===== src/rtl/skey_pkg.sv =====
package skey_pkg;
  localparam int KEY_W   = 7;
  localparam int BIT_CHG = 0;
  localparam int BIT_REF = 1;

  typedef logic [KEY_W-1:0] key_t;

  typedef enum logic [1:0] {
    ACC_LOAD  = 2'b00,
    ACC_STORE = 2'b01,
    ACC_FETCH = 2'b10,
    ACC_RSVD  = 2'b11
  } acc_e;

  typedef enum logic [1:0] {
    S_IDLE   = 2'b00,
    S_LOOKUP = 2'b01,
    S_COMMIT = 2'b10
  } upd_state_e;

  // New key value after an access of the given type.
  function automatic key_t key_after(key_t k, acc_e a);
    key_t n;
    n = k;
    n[BIT_REF] = 1'b1;
    if (a == ACC_STORE) n[BIT_CHG] = 1'b1;
    return n;
  endfunction

  // Write permission handed back to the translation cache.
  function automatic logic perm_after(key_t k, acc_e a, logic wr_in);
    if (a == ACC_STORE) return wr_in;
    return wr_in & k[BIT_CHG];
  endfunction
endpackage


===== src/rtl/skey_page_map.sv =====
module skey_page_map #(
  parameter int ADDR_W     = 32,
  parameter int PAGE_SHIFT = 12,
  parameter int IDX_W      = 6
) (
  input  logic [ADDR_W-1:0] addr,
  input  logic [ADDR_W-1:0] limit,
  output logic [IDX_W-1:0]  idx,
  output logic              in_range
);
  assign idx      = addr[PAGE_SHIFT+IDX_W-1:PAGE_SHIFT];
  assign in_range = (addr < limit);
endmodule


===== src/rtl/skey_ram.sv =====
module skey_ram #(
  parameter int DEPTH = 64,
  parameter int KEY_W = 7,
  localparam int IDX_W = $clog2(DEPTH)
) (
  input  logic             clk,
  input  logic             rst_n,
  input  logic             en,
  input  logic             we,
  input  logic [IDX_W-1:0] idx,
  input  logic [KEY_W-1:0] wdata,
  output logic [KEY_W-1:0] rdata
);
  logic [KEY_W-1:0] mem [DEPTH];

  always_ff @(posedge clk) begin
    if (!rst_n) begin
      for (int i = 0; i < DEPTH; i++) mem[i] <= '0;
      rdata <= '0;
    end else if (en) begin
      if (we) mem[idx] <= wdata;
      else    rdata    <= mem[idx];
    end
  end
endmodule


===== src/rtl/skey_rmw_ctrl.sv =====
module skey_rmw_ctrl
  import skey_pkg::*;
#(
  parameter int IDX_W = 6
) (
  input  logic             clk,
  input  logic             rst_n,
  input  logic             req_valid,
  input  logic [1:0]       req_acc,
  input  logic             req_wr_ok,
  input  logic [IDX_W-1:0] req_idx,
  input  logic             req_in_range,
  input  logic             host_en,
  input  logic             host_we,
  input  logic [IDX_W-1:0] host_idx,
  input  key_t             ram_rdata,
  output logic             ready,
  output logic             done,
  output logic             wr_ok_out,
  output logic             upd_en,
  output logic             upd_we,
  output logic [IDX_W-1:0] upd_idx,
  output key_t             upd_wkey
);
  upd_state_e       state_q;
  logic [IDX_W-1:0] idx_q;
  acc_e             acc_q;
  logic             wr_q;
  key_t             key_q;
  logic             fresh_q;

  // Named internal events
  logic accept, skip_fire, lookup_fire, commit_fire, host_hit;
  key_t cur_key;

  assign ready       = (state_q == S_IDLE);
  assign accept      = ready & req_valid;
  assign skip_fire   = accept & ~req_in_range;
  assign lookup_fire = (state_q == S_LOOKUP) & ~host_en;
  assign host_hit    = host_en & host_we & (host_idx == idx_q);
  assign commit_fire = (state_q == S_COMMIT) & ~host_en;
  assign cur_key     = fresh_q ? ram_rdata : key_q;

  assign upd_en   = lookup_fire | commit_fire;
  assign upd_we   = commit_fire;
  assign upd_idx  = idx_q;
  assign upd_wkey = key_after(cur_key, acc_q);

  always_ff @(posedge clk) begin
    if (!rst_n) begin
      state_q   <= S_IDLE;
      idx_q     <= '0;
      acc_q     <= ACC_LOAD;
      wr_q      <= 1'b0;
      key_q     <= '0;
      fresh_q   <= 1'b0;
      done      <= 1'b0;
      wr_ok_out <= 1'b0;
    end else begin
      done <= 1'b0;
      case (state_q)
        S_IDLE: begin
          if (accept) begin
            if (req_in_range) begin
              state_q <= S_LOOKUP;
              idx_q   <= req_idx;
              acc_q   <= acc_e'(req_acc);
              wr_q    <= req_wr_ok;
            end else begin
              done      <= 1'b1;
              wr_ok_out <= req_wr_ok;
            end
          end
        end
        S_LOOKUP: begin
          if (lookup_fire) begin
            state_q <= S_COMMIT;
            fresh_q <= 1'b1;
          end
        end
        S_COMMIT: begin
          fresh_q <= 1'b0;
          if (host_hit) begin
            state_q <= S_LOOKUP;
          end else if (commit_fire) begin
            state_q   <= S_IDLE;
            done      <= 1'b1;
            wr_ok_out <= perm_after(cur_key, acc_q, wr_q);
          end else begin
            key_q <= cur_key;
          end
        end
        default: state_q <= S_IDLE;
      endcase
    end
  end

  // skipped request completes next edge with untouched permission
  p_skip_perm_r2: assert property (@(posedge clk) disable iff (!rst_n)
    skip_fire |=> (done && wr_ok_out == $past(req_wr_ok)));

  // load/fetch on an unchanged page drops write permission
  p_load_drop_r4: assert property (@(posedge clk) disable iff (!rst_n)
    (commit_fire && acc_q != ACC_STORE && !cur_key[BIT_CHG]) |=> (done && !wr_ok_out));

  // host traffic holds the updater in lookup
  p_host_first_r8: assert property (@(posedge clk) disable iff (!rst_n)
    (state_q == S_LOOKUP && host_en) |=> (state_q == S_LOOKUP));

  // a host write to the in-flight page forces a reread
  p_reread_r9: assert property (@(posedge clk) disable iff (!rst_n)
    (state_q == S_COMMIT && host_hit) |=> (state_q == S_LOOKUP && !done));
endmodule


===== src/rtl/skey_rc_updater.sv =====
module skey_rc_updater
  import skey_pkg::*;
#(
  parameter int ADDR_W     = 32,
  parameter int PAGE_SHIFT = 12,
  parameter int DEPTH      = 64,
  localparam int IDX_W     = $clog2(DEPTH)
) (
  input  logic              clk,
  input  logic              rst_n,
  input  logic              req_valid,
  input  logic [ADDR_W-1:0] req_addr,
  input  logic [1:0]        req_acc,
  input  logic              req_wr_ok,
  input  logic [ADDR_W-1:0] mem_limit,
  output logic              req_ready,
  output logic              done,
  output logic              wr_ok_out,
  input  logic              host_en,
  input  logic              host_we,
  input  logic [IDX_W-1:0]  host_idx,
  input  logic [KEY_W-1:0]  host_wkey,
  output logic [KEY_W-1:0]  host_rkey
);
  logic [IDX_W-1:0] map_idx;
  logic             map_in_range;
  logic             upd_en, upd_we;
  logic [IDX_W-1:0] upd_idx;
  key_t             upd_wkey;
  logic             ram_en, ram_we;
  logic [IDX_W-1:0] ram_idx;
  key_t             ram_wdata, ram_rdata;

  skey_page_map #(.ADDR_W(ADDR_W), .PAGE_SHIFT(PAGE_SHIFT), .IDX_W(IDX_W)) u_map (
    .addr(req_addr), .limit(mem_limit), .idx(map_idx), .in_range(map_in_range)
  );

  skey_rmw_ctrl #(.IDX_W(IDX_W)) u_ctrl (
    .clk(clk), .rst_n(rst_n),
    .req_valid(req_valid), .req_acc(req_acc), .req_wr_ok(req_wr_ok),
    .req_idx(map_idx), .req_in_range(map_in_range),
    .host_en(host_en), .host_we(host_we), .host_idx(host_idx),
    .ram_rdata(ram_rdata),
    .ready(req_ready), .done(done), .wr_ok_out(wr_ok_out),
    .upd_en(upd_en), .upd_we(upd_we), .upd_idx(upd_idx), .upd_wkey(upd_wkey)
  );

  // Host port owns the RAM whenever it is active.
  assign ram_en    = host_en | upd_en;
  assign ram_we    = host_en ? host_we   : upd_we;
  assign ram_idx   = host_en ? host_idx  : upd_idx;
  assign ram_wdata = host_en ? host_wkey : upd_wkey;

  skey_ram #(.DEPTH(DEPTH), .KEY_W(KEY_W)) u_ram (
    .clk(clk), .rst_n(rst_n), .en(ram_en), .we(ram_we), .idx(ram_idx),
    .wdata(ram_wdata), .rdata(ram_rdata)
  );

  assign host_rkey = ram_rdata;

  // updater never drives the RAM while the host uses it
  p_host_excl_r8: assert property (@(posedge clk) disable iff (!rst_n)
    host_en |-> !upd_en);

  // every updater write-back carries the reference bit
  p_ref_set_r6: assert property (@(posedge clk) disable iff (!rst_n)
    upd_we |-> upd_wkey[BIT_REF]);

  // the updater returns to ready only together with done
  p_ready_done_r7: assert property (@(posedge clk) disable iff (!rst_n)
    $rose(req_ready) |-> done);
endmodule


===== config.mk =====
export PLATFORM = sky130hd
export DESIGN_NAME = skey_rc_updater
export DESIGN_NICKNAME = d
export VERILOG_FILES = /design/src/rtl/skey_pkg.sv /design/src/rtl/skey_page_map.sv /design/src/rtl/skey_ram.sv /design/src/rtl/skey_rmw_ctrl.sv /design/src/rtl/skey_rc_updater.sv
export SDC_FILE = /design/constraint.sdc
export NUM_CORES = 1
export LEC_CHECK = 0
export ABC_AREA = 1
export BUFFER_PORTS_ARGS = -buffer_cell sky130_fd_sc_hd__buf_2
export CAP_MARGIN = 20
export CORE_MARGIN = 2
export CORE_UTILIZATION = 69
export CTS_BUF_LIST = sky130_fd_sc_hd__clkbuf_4
export CTS_CLUSTER_DIAMETER = 80
export DETAILED_ROUTE_END_ITERATION = 8
export MAX_ROUTING_LAYER = met4
export PLACE_DENSITY_LB_ADDON = 0.15
export SETUP_SLACK_MARGIN = 0.3
export SLEW_MARGIN = 20
export SYNTH_ARGS = -nofsm -noshare
export SYNTH_HDL_FRONTEND = slang
export SYNTH_SLANG_ARGS = --single-unit
export TNS_END_PERCENT = 5

===== constraint.sdc =====
create_clock -name clk -period 3.8 [get_ports clk]
set_input_delay 0.19 -clock clk [delete_from_list [all_inputs] [get_ports clk]]
set_output_delay 0.19 -clock clk [all_outputs]
set_load 0.05 [all_outputs]

# Word-level counts from Yosys, hierarchy flattened
# Memory sizes are Yosys's and may differ from the RTL's. A register that Yosys moved wholly into a read port is not among the register bits.
# Cells that the tools add are included.
# totals
register_bits	21
ramBits	448
inputBits	85
output_inout_bits	10
word_cells	84
memories	1
# classes
magnitude_cmp	1
eq_ne	11
n_mux	38
n_bitwise	12
n_reduce_logical	12
# memory_table
name	depth	width	read_ports	rd_ports_with_merged_regs	write_ports	line	rtl
u_ram.mem	64	7	1	1	64	skey_ram.sv:14	logic [KEY_W-1:0] mem [DEPTH];
# op_table
cell	count
$lt 32x32->1	1
$mux 1	24
$mux 7	3
$mux 6	2
$mux 2	5
$ne 2x2->1 const B	4
$reduce_and 4->1	2
$reduce_or 7->1	1
$and 1x1->1	6
$eq 6x6->1	1
$pmux 1 s2	3
$pmux 2 s3	1
$reduce_and 3->1	2
$reduce_and 5->1	1
$eq 2x1->1 const B	2
$ne 2x1->1 const B	2
$not 1->1	4
$reduce_and 2->1	2
$reduce_bool 2->1	2
$ne 3x1->1 const B	1
$eq 2x2->1 const B	1
$logic_not 2->1	1
$or 1x1->1	2
$logic_not 1->1	1

# Logic depth before layout (Yosys ltp)
# Gate-level depths: netlist of run 1.
# logic_depth
word_depth	10
mapped_depth	18
ltp_nobuf	15

# Modules after synthesis
# From an unflattened synthesis of run 1, not the netlist that was laid out.
# hier_totals
cells_unflattened	2829
hier_area_um2	23651.4
# by_module_without_submodules
mod	instances	cells_per_inst	area_each_um2	seq_area_each_um2
skey_ram	1	2499	21541.9	13593.0
skey_rmw_ctrl	1	148	1062.3	400.4
skey_page_map	1	136	860.8	0.0
skey_rc_updater	1	46	186.4	0.0

# Least setup slack after synthesis of run 1
# OpenSTA, ideal clock, no wires.
# synth_timing
kind	input port to flip-flop
start	input port host_en
end	memory u_ram.mem[12][0], enable pin
setup_ns	0.324
t_arrival_ns	1.857
required_ns	3.476
path_slack_ns	1.619
cell_stages	9
n_path_buf	4
path_cell_list	buf_2 -> buf_6 -> nand2_1 -> o21ai_0 -> buf_4 -> buf_4 -> nor4_2 -> nand2_1 -> nand2_1
# synth_lines
item	line	rtl
start: declaration	skey_rc_updater.sv:19	input logic host_en,
end: declaration	skey_ram.sv:14	

==> results of run 1 <==
what timing repair did:
item                                   4_1_cts  5_1_grt
endpoints found under the hold margin      133        0
hold buffers                                20        0
setup endpoints to repair                    0        0
Yosys cell counts:
master	instances	area, um2
nand2_1	1319	4950
nor2_1	515	1930
edfxtp_1	448	13500
clkbuf_1	101	379
inv_1	83	312
a21oi_1	69	345
buf_2	37	185
o21ai_0	32	160
ha_1	31	388
nand3_1	28	140
dfxtp_1	27	541
buf_1	10	37.5
o21ai_1	8	40.0
mux2i_1	7	70.1
nor3_1	7	35.0
a311oi_1	6	52.6
inv_2	4	15.0
nor4_4	3	63.8
a31oi_1	2	12.5
buf_4	2	15.0
nand4_1	2	12.5
o21a_1	2	15.0
o22ai_1	2	12.5
or2_2	2	12.5
a21boi_0	1	7.51
a21oi_2	1	8.76
a22oi_1	1	7.51
buf_6	1	11.3
clkinv_1	1	3.75
nand2_2	1	6.26
nand3b_1	1	7.51
nor2_2	1	6.26
nor4_2	1	12.5
o21ai_2	1	8.76
xnor2_1	1	8.76
xor2_1	1	8.76
power by group:
group | switching (uW) | leakage, uW | internal (uW)
registers | 90.4 | 0.00484 | 5910
logic | 1210 | 0.00617 | 408
clock network | 2060 | 0.000869 | 2060
total | 3360 | 0.0119 | 8380
per-stage QoR:
step	power, uW	cell area [um2]
2_1_floorplan	7120	23300
3_3_place_gp	7620	24200
3_5_place_dp	7660	24200
4_1_cts	11700	25800
5_1_grt	12200	25800
6_report	11700	25800
state kept, by name, summed over array words and instances, names as in the netlist:
register and cells:
u_ctrl.state_q 2, u_ctrl.done 1, u_ctrl.wr_ok_out 1, u_ctrl.upd_idx 6
u_ctrl.fresh_q 1, u_ram.rdata 7, u_ctrl.acc_q 2, u_ram.mem 448
u_ctrl.wr_q 1, u_ctrl.key_q 6
path summary, 6_finish.rpt:
path,startpoint,to,depth (start not counted)
hold / removal,req_addr[23],u_ctrl.state_q[0]$_SDFFE_PN0P_,7
hold reg to reg,u_ctrl.wr_ok_out$_SDFFE_PN0P_,u_ctrl.wr_ok_out$_SDFFE_PN0P_,2
setup reg to reg,u_ctrl.state_q[1]$_SDFFE_PN0P_,u_ram.mem[10][5]$_SDFFCE_PN0P_,9
setup / recovery,host_en,u_ram.mem[57][2]$_SDFFCE_PN0P_,9
cell families (layout without fill, tap and decap cells):
| group | after synthesis | after routing |
|---|---|---|
| and+or+nand+nor | 1880 | 1880 |
| DFF | 475 | 475 |
| buffers and inverters | 239 | 450 |
| AOI/OAI and AO/OA | 125 | 125 |
| adders and majority gates | 31 | 31 |
| muxes | 7 | 7 |
| xor gates and xnor gates | 2 | 2 |
| other | 0 | 1 |
worst reg2reg max path, cell delays in order, from the launching register on:
cell	delay, ps
dfxtp_1	400
inv_2	60
nor2_1	120
nand2_1	100
a21oi_2	310
inv_2	190
nor2_1	620
buf_4	250
nand2_1	210
nand2_1	320
routing by layer:
layer  share of wire  GRT usage  wire (um)
met5               0          -          0
met4           0.034      0.151       2080
met3            0.12     0.0709       7430
met2            0.48      0.576      29500
met1            0.36      0.465      22300
cell type report:
class                   count  area share
multi-input cells        2045       0.327
well taps                 448      0.0217
diodes                      1   0.0000968
repair buffers            153      0.0408
inverters                  88      0.0128
clock buffers             164      0.0476
clock inverters            45     0.00852
flip-flops and latches    475       0.542
==> summary.txt, run 1 <==
Finish
  – Final core utilization: 0.774
  – Area occupied by multi-input gates: 8450 um2
  – Commonest non-fill, non-tap cell in the layout: nand2_1
  – Reg area: 14000 um2
  – Layout cells sized above 1: 0.114
  – Most frequent cells in the layout: nand2_1, nor2_1, edfxtp_1
  – Non-Filler Instances: 3419
  – Filler cell count: 2400
  – Nets@finish: 2993
  – Area Overhead vs Synth: 11.0%

Timing
  – RSZ-0062 raised after global routing: no
  – Setup violators final: 0
  – Slew @ Worst Pin: 900 ps
  – Max Slew Vio Count: 0
  – Fin Hold WS: 93.5 ps
  – Period minus WS final: 3050 ps
  – Setup Total Neg Slack: 0 ps
  – Clock skew: 77.9 ps
  – Max Clk Rate: 328 MHz
  – Final WS setup: 751 ps
  – Final Hold Viols: 0
  – Max-slew headroom: 0.397
  – Crit share post-route: 0.802

Clocking
  – CTS Root Cell: clkbuf_4
  – CTS resizes: 0
  – Skew-Pair Late Insertion Delay: 850 ps
  – TritonCTS buffer count: 114
  – CTS tree: done
  – Worst-path clk slew: 60 ps
  – Setup Fix Bufs, Post-CTS: 0
  – # clock sinks: 475
  – H-tree Lvls: 3
  – Clk buf depth: 3

Worst hold path
  – Hold Crit Class: in2reg

Logic synthesis
  – Cell Area, Synth: 23300 um2
  – Mean area per synthesized cell: 8.44 um2
  – Post-Synth XOR/XNOR Area: 0.000752
  – Yosys cell types: 36
  – Synth Area in Simple Gates: 0.308
  – Number of synthesized register bits: 475
  – Synth Area in Adders: 0.0167
  – Post-Syn Instances: 2759
  – Synth Area in Compound Gates: 0.0288
  – Post-synth net total: 2875
  – Syn. warnings: 0
  – Main combinational cell family by area after synthesis: simple AND/OR/NAND/NOR gates
  – Mux share of post-synthesis cell area: 0.00301
  – Sequential element share of the synthesized area: 0.601

Route
  – TritonRoute pass-1 iters: 6
  – Drc violations: 0
  – Antenna viol nets, final: 0
  – Vias per cell: 5.72
  – DRT Wirelength: 61300 um
  – Iteration-0 DRC Markers: 2414
  – WL/cell: 17.9 um
  – Vias: 19.5k

Outcome
  – Status: finished clean

Power and ir drop
  – Power density over the cells: 454 nW/um2
  – P_leak: 0.0119 uW
  – Peak supply drop: 0.000351 V

Worst setup path
  – Worst Path Max Fanout: 63
  – R2r setup slk: 880 ps
  – Worst Path Class, Setup: in2reg
  – Delay-heaviest family, CP: simple AND/OR/NAND/NOR gates
  – Slowest-stage cell, CP: nor2_2
  – Delay of the slowest cell on the worst path: 590 ps
  – Crit path buffers/inverters: 3
  – CP Capture Type: flop
  – Crit path top cell by count: nand2_1
  – Startpoint types: primary input
  – Critical path data arrival time: 3500 ps
  – Worst path required time: 4250 ps
  – Crit path cell chain: dlygate4sd3_1, buf_2, inv_2, nand2_1, nand2_8, nand3_1, nor2_2, nand2_1, nand2_1

Placed design
  – Gpl congestion: 0.945
  – Dpl hpwl: 38200 um
  – Port bufs: 94
  – Placed cells: 3189
  – Worst slack, placed: 596 ps

Die
  – Die area: 35200 um2
  – Initial Utilization: 0.698
  – Row count: 67
  – Die Ht: 188 um
  – Core area: 33400 um2
  – # IOs: 95
  – Die X: 188 um

GRT
  – Initial antenna violation count: 1
  – Grt ovf: 0
  – GRT Overall Usage: 0.364
  – Vias in the first global route: 18.7k
  – Pin count of the biggest net entering global routing: 178
  – First-pass GRT wire length: 96200 um

Flow run
  – Max Cap Viol: 0
No activity file was read; power rests on OpenSTA's default activity.
==> run 2, diff against run 1 <==
- ABC_AREA: 1 -> 0
- CORE_UTILIZATION: 69 -> 58
- clock period: 3.8 -> 2.55 ns (I/O delays scaled with it)
==> summary.txt, run 2 <==
Finish
  – Filler cell count: 2616 (+9.0%)
  – Flip-flop count of the largest register after layout: 448 (unchanged)
  – Nets@finish: 2310 (-23%)
  – Area occupied by multi-input gates: 7340 um2 (-13%)
  – Final core utilization: 0.720 (-0.0543)
  – Reg area: 14000 um2 (about the same)
  – Non-Filler Instances: 2757 (-19%)
  – Area Overhead vs Synth: 22.1%
  – Commonest non-fill, non-tap cell in the layout: edfxtp_1
  – Largest Register: u_ram.mem
  – Most frequent cells in the layout: edfxtp_1, nor2_1, nand2_1
  – Final Instance Area: 26400 um2 (+2.3%)
  – Layout cells sized above 1: 0.274 (+0.160)
  – Largest registers: u_ram.mem: 448 flops, u_ram.rdata: 7 flops

GRT
  – Initial antenna violation count: 2 (+1)
  – Vias in the first global route: 17.5k (-6.7%)
  – Pin count of the biggest net entering global routing: 73 (-59%)
  – Grt ovf: 0 (unchanged)
  – GRT Overall Usage: 0.379 (+0.0157)
  – First-pass GRT wire length: 105000 um (+9.3%)

Clocking
  – # clock sinks: 475 (unchanged)
  – Clk buf depth: 3 (unchanged)
  – Skew-Pair Late Insertion Delay: 870 ps (+20 ps)
  – CTS tree: done
  – CTS Root Cell: clkbuf_4
  – H-tree Lvls: 3 (unchanged)
  – TritonCTS buffer count: 114 (unchanged)
  – Worst-path clk slew: 70 ps (about the same)

Placed design
  – Worst slack, placed: -395 ps (-991 ps)
  – Port bufs: 94 (unchanged)
  – Post-DP Area: 23900 um2 (-1.3%)
  – Placed cells: 2498 (-22%)
  – Dpl hpwl: 44800 um (+17%)
  – Gpl congestion: 0.973 (+3.0%)

Route
  – Drc violations: 1 (+1)
  – WL/cell: 25.8 um (+44%)
  – Vias per cell: 6.58 (+15%)
  – Iteration-0 DRC Markers: 2712 (+12%)
  – Vias: 18.1k (-7.2%)
  – Antenna viol nets, final: 0 (unchanged)
  – DRT Wirelength: 71200 um (+16%)
  – TritonRoute pass-1 iters: 8 (+2)

Worst hold path
  – Hold Crit Class: in2reg
  – Hold Path Sink: u_ctrl.state_q[0]$_SDFFE_PN0P_
  – WHS Path Cells: 6 (-1)
  – Hold_sp: host_idx[5]

Timing
  – Max-slew headroom: 0.458 (+0.0602)
  – Slew @ Worst Pin: 813 ps (-87.5 ps)
  – Setup violators final: 0 (unchanged)
  – RSZ-0062 raised after global routing: yes
  – Final WS setup: 163 ps (-588 ps)
  – Crit share post-route: 0.936
  – Period minus WS final: 2390 ps
  – Max Clk Rate: 419 MHz
  – Final Hold Viols: 0 (unchanged)
  – Clock skew: 69.9 ps (-7.99 ps)
  – Max Slew Vio Count: 0 (unchanged)

Logic synthesis
  – Most frequent cell after synthesis: edfxtp_1
  – Synth area leaders: edfxtp_1, nor2_1, a22oi_1, nand2_1, nor3_1
  – Post-synth top cells: edfxtp_1, nor2_1, nand2_1
  – Sequential element share of the synthesized area: 0.646 (+0.0452)
  – Share of flip-flops with an asynchronous set or reset: 0 (unchanged)
  – Most common flop cell mapped by yosys: edfxtp_1
  – Number of synthesized register bits: 475 (unchanged)
  – Post-synth net total: 2006 (-30%)
  – Yosys cell types: 72 (+100%)
  – Syn. warnings: 0 (unchanged)
  – Synth top area share: 0.621 (+0.0435)
  – Mean area per synthesized cell: 11.5 um2 (+36%)
  – Post-Syn Instances: 1890 (-31%)
  – Cell taking the most area after synthesis: edfxtp_1
  – Cell Area, Synth: 21600 um2 (-7.0%)
  – Post-synth EDFFs: 448 (unchanged)

Power and ir drop
  – Total power: 17400 uW (+49%)
  – Power density over the cells: 660 nW/um2 (+45%)
  – Peak supply drop: 0.000486 V (+38%)
  – P_leak: 0.00969 uW (-18%)

Worst setup path
  – Worst path required time: 3360 ps (-890 ps)
  – R2r setup slk: 160 ps (-720 ps)
  – R2R depth: 8 (-1)
  – Critical R2R Launch: u_ctrl.upd_idx[2]$_SDFFE_PN0P_
  – Critical path data arrival time: 3190 ps (-310 ps)
  – CP Capture Type: flop
  – RR Endpoint: u_ram.rdata[4]$_SDFFE_PN0P_
  – Worst Path Class, Setup: reg2reg
  – Worst Path Max Fanout: 8 (-87%)
  – Startpoint types: flop

Die
  – Initial Utilization: 0.590 (-0.108)
  – Die area: 38900 um2 (+10%)
  – Die Ht: 197 um (+5.1%)
  – Core area: 36700 um2 (+10%)
  – Row count: 70 (+4.5%)
  – # IOs: 95 (unchanged)
  – Die X: 197 um (+5.1%)

Outcome
  – Status: finished with violations
  – Failing checks: design-rule violations

Flow run
  – Max Cap Viol: 0 (unchanged)
run 2: final cells by class:
| cell class | instances | share of cell area |
|---|---|---|
| flip-flops and latches | 475 | 0.530 |
| multi-input cells | 1224 | 0.278 |
| repair buffers | 339 | 0.107 |
| clock buffers | 175 | 0.0497 |
| well taps | 468 | 0.0222 |
| clock inverters | 34 | 0.00757 |
| inverters | 40 | 0.00568 |
| diodes | 2 | 0.000189 |
run 2: what timing repair did:
action                                 in CTS  in global routing
setup buffers                              21                  0
pin swaps                                  21                  5
endpoints found under the hold margin     437                  0
hold buffers                               22                  0
resized for setup                          76                 33
setup endpoints to repair                 265                305
gates cloned                                5                  0
run 2: worst max-delay path, stage by stage (launching register included):
cell      delay (ps)
dfxtp_4          370
buf_6            140
or4b_4           600
o21ai_4          190
buf_4            230
a221oi_1          80
a21oi_1          470
nor3_1           110
a31oi_1          170
run 2: how the worst max path moves through the flow:
stage          slack (ps)  depth (start not counted)                            from                        endpoint
6_report              160                          8  u_ctrl.upd_idx[2]$_SDFFE_PN0P_     u_ram.rdata[4]$_SDFFE_PN0P_
2_1_floorplan         280                          7  u_ctrl.upd_idx[5]$_SDFFE_PN0P_  u_ram.mem[61][0]$_SDFFCE_PN0P_
3_3_place_gp         -330                          7  u_ctrl.upd_idx[0]$_SDFFE_PN0P_     u_ram.rdata[3]$_SDFFE_PN0P_
4_1_cts               190                          7  u_ctrl.state_q[0]$_SDFFE_PN0P_  u_ram.mem[55][4]$_SDFFCE_PN0P_
5_1_grt               160                          5  u_ctrl.upd_idx[5]$_SDFFE_PN0P_  u_ram.mem[54][0]$_SDFFCE_PN0P_
3_5_place_dp         -390                          7  u_ctrl.upd_idx[0]$_SDFFE_PN0P_     u_ram.rdata[3]$_SDFFE_PN0P_
run 2: routing by layer:
metal  up-vias  GRT usage  wire length (um)
li1       7695          -                 -
met1      8580      0.485             25100
met2      1553      0.559             31800
met3       311      0.107             10400
met4         0      0.192              3920
met5         -          -                 0
run 2: metrics by stage:
| step | hold WS, ps | setup TNS (ps) |
|---|---|---|
| final | 61.3 | 0 |
| after CTS | 6.61 | 0 |
| after floorplan | 274 | 0 |
| after global placement | 370 | -471 |
| after detailed placement | 380 | -665 |
| after global routing | 78.4 | 0 |
run 2: cells by family after synthesis:
kind of cell    synth area share
compound gates             0.121
xor+xnor                 0.00243
fa+ha+maj                 0.0179
buf+inv                   0.0425
flops                      0.646
mux                       0.0129
simple gates               0.157
run 2: where the power goes:
group          internal [uW]  leakage (uW)  switching [uW]
Sequential              8780       0.00486             159
Clock                   3330      0.000906            3140
Combinational            710       0.00393            1320
Total                  12800       0.00969            4620
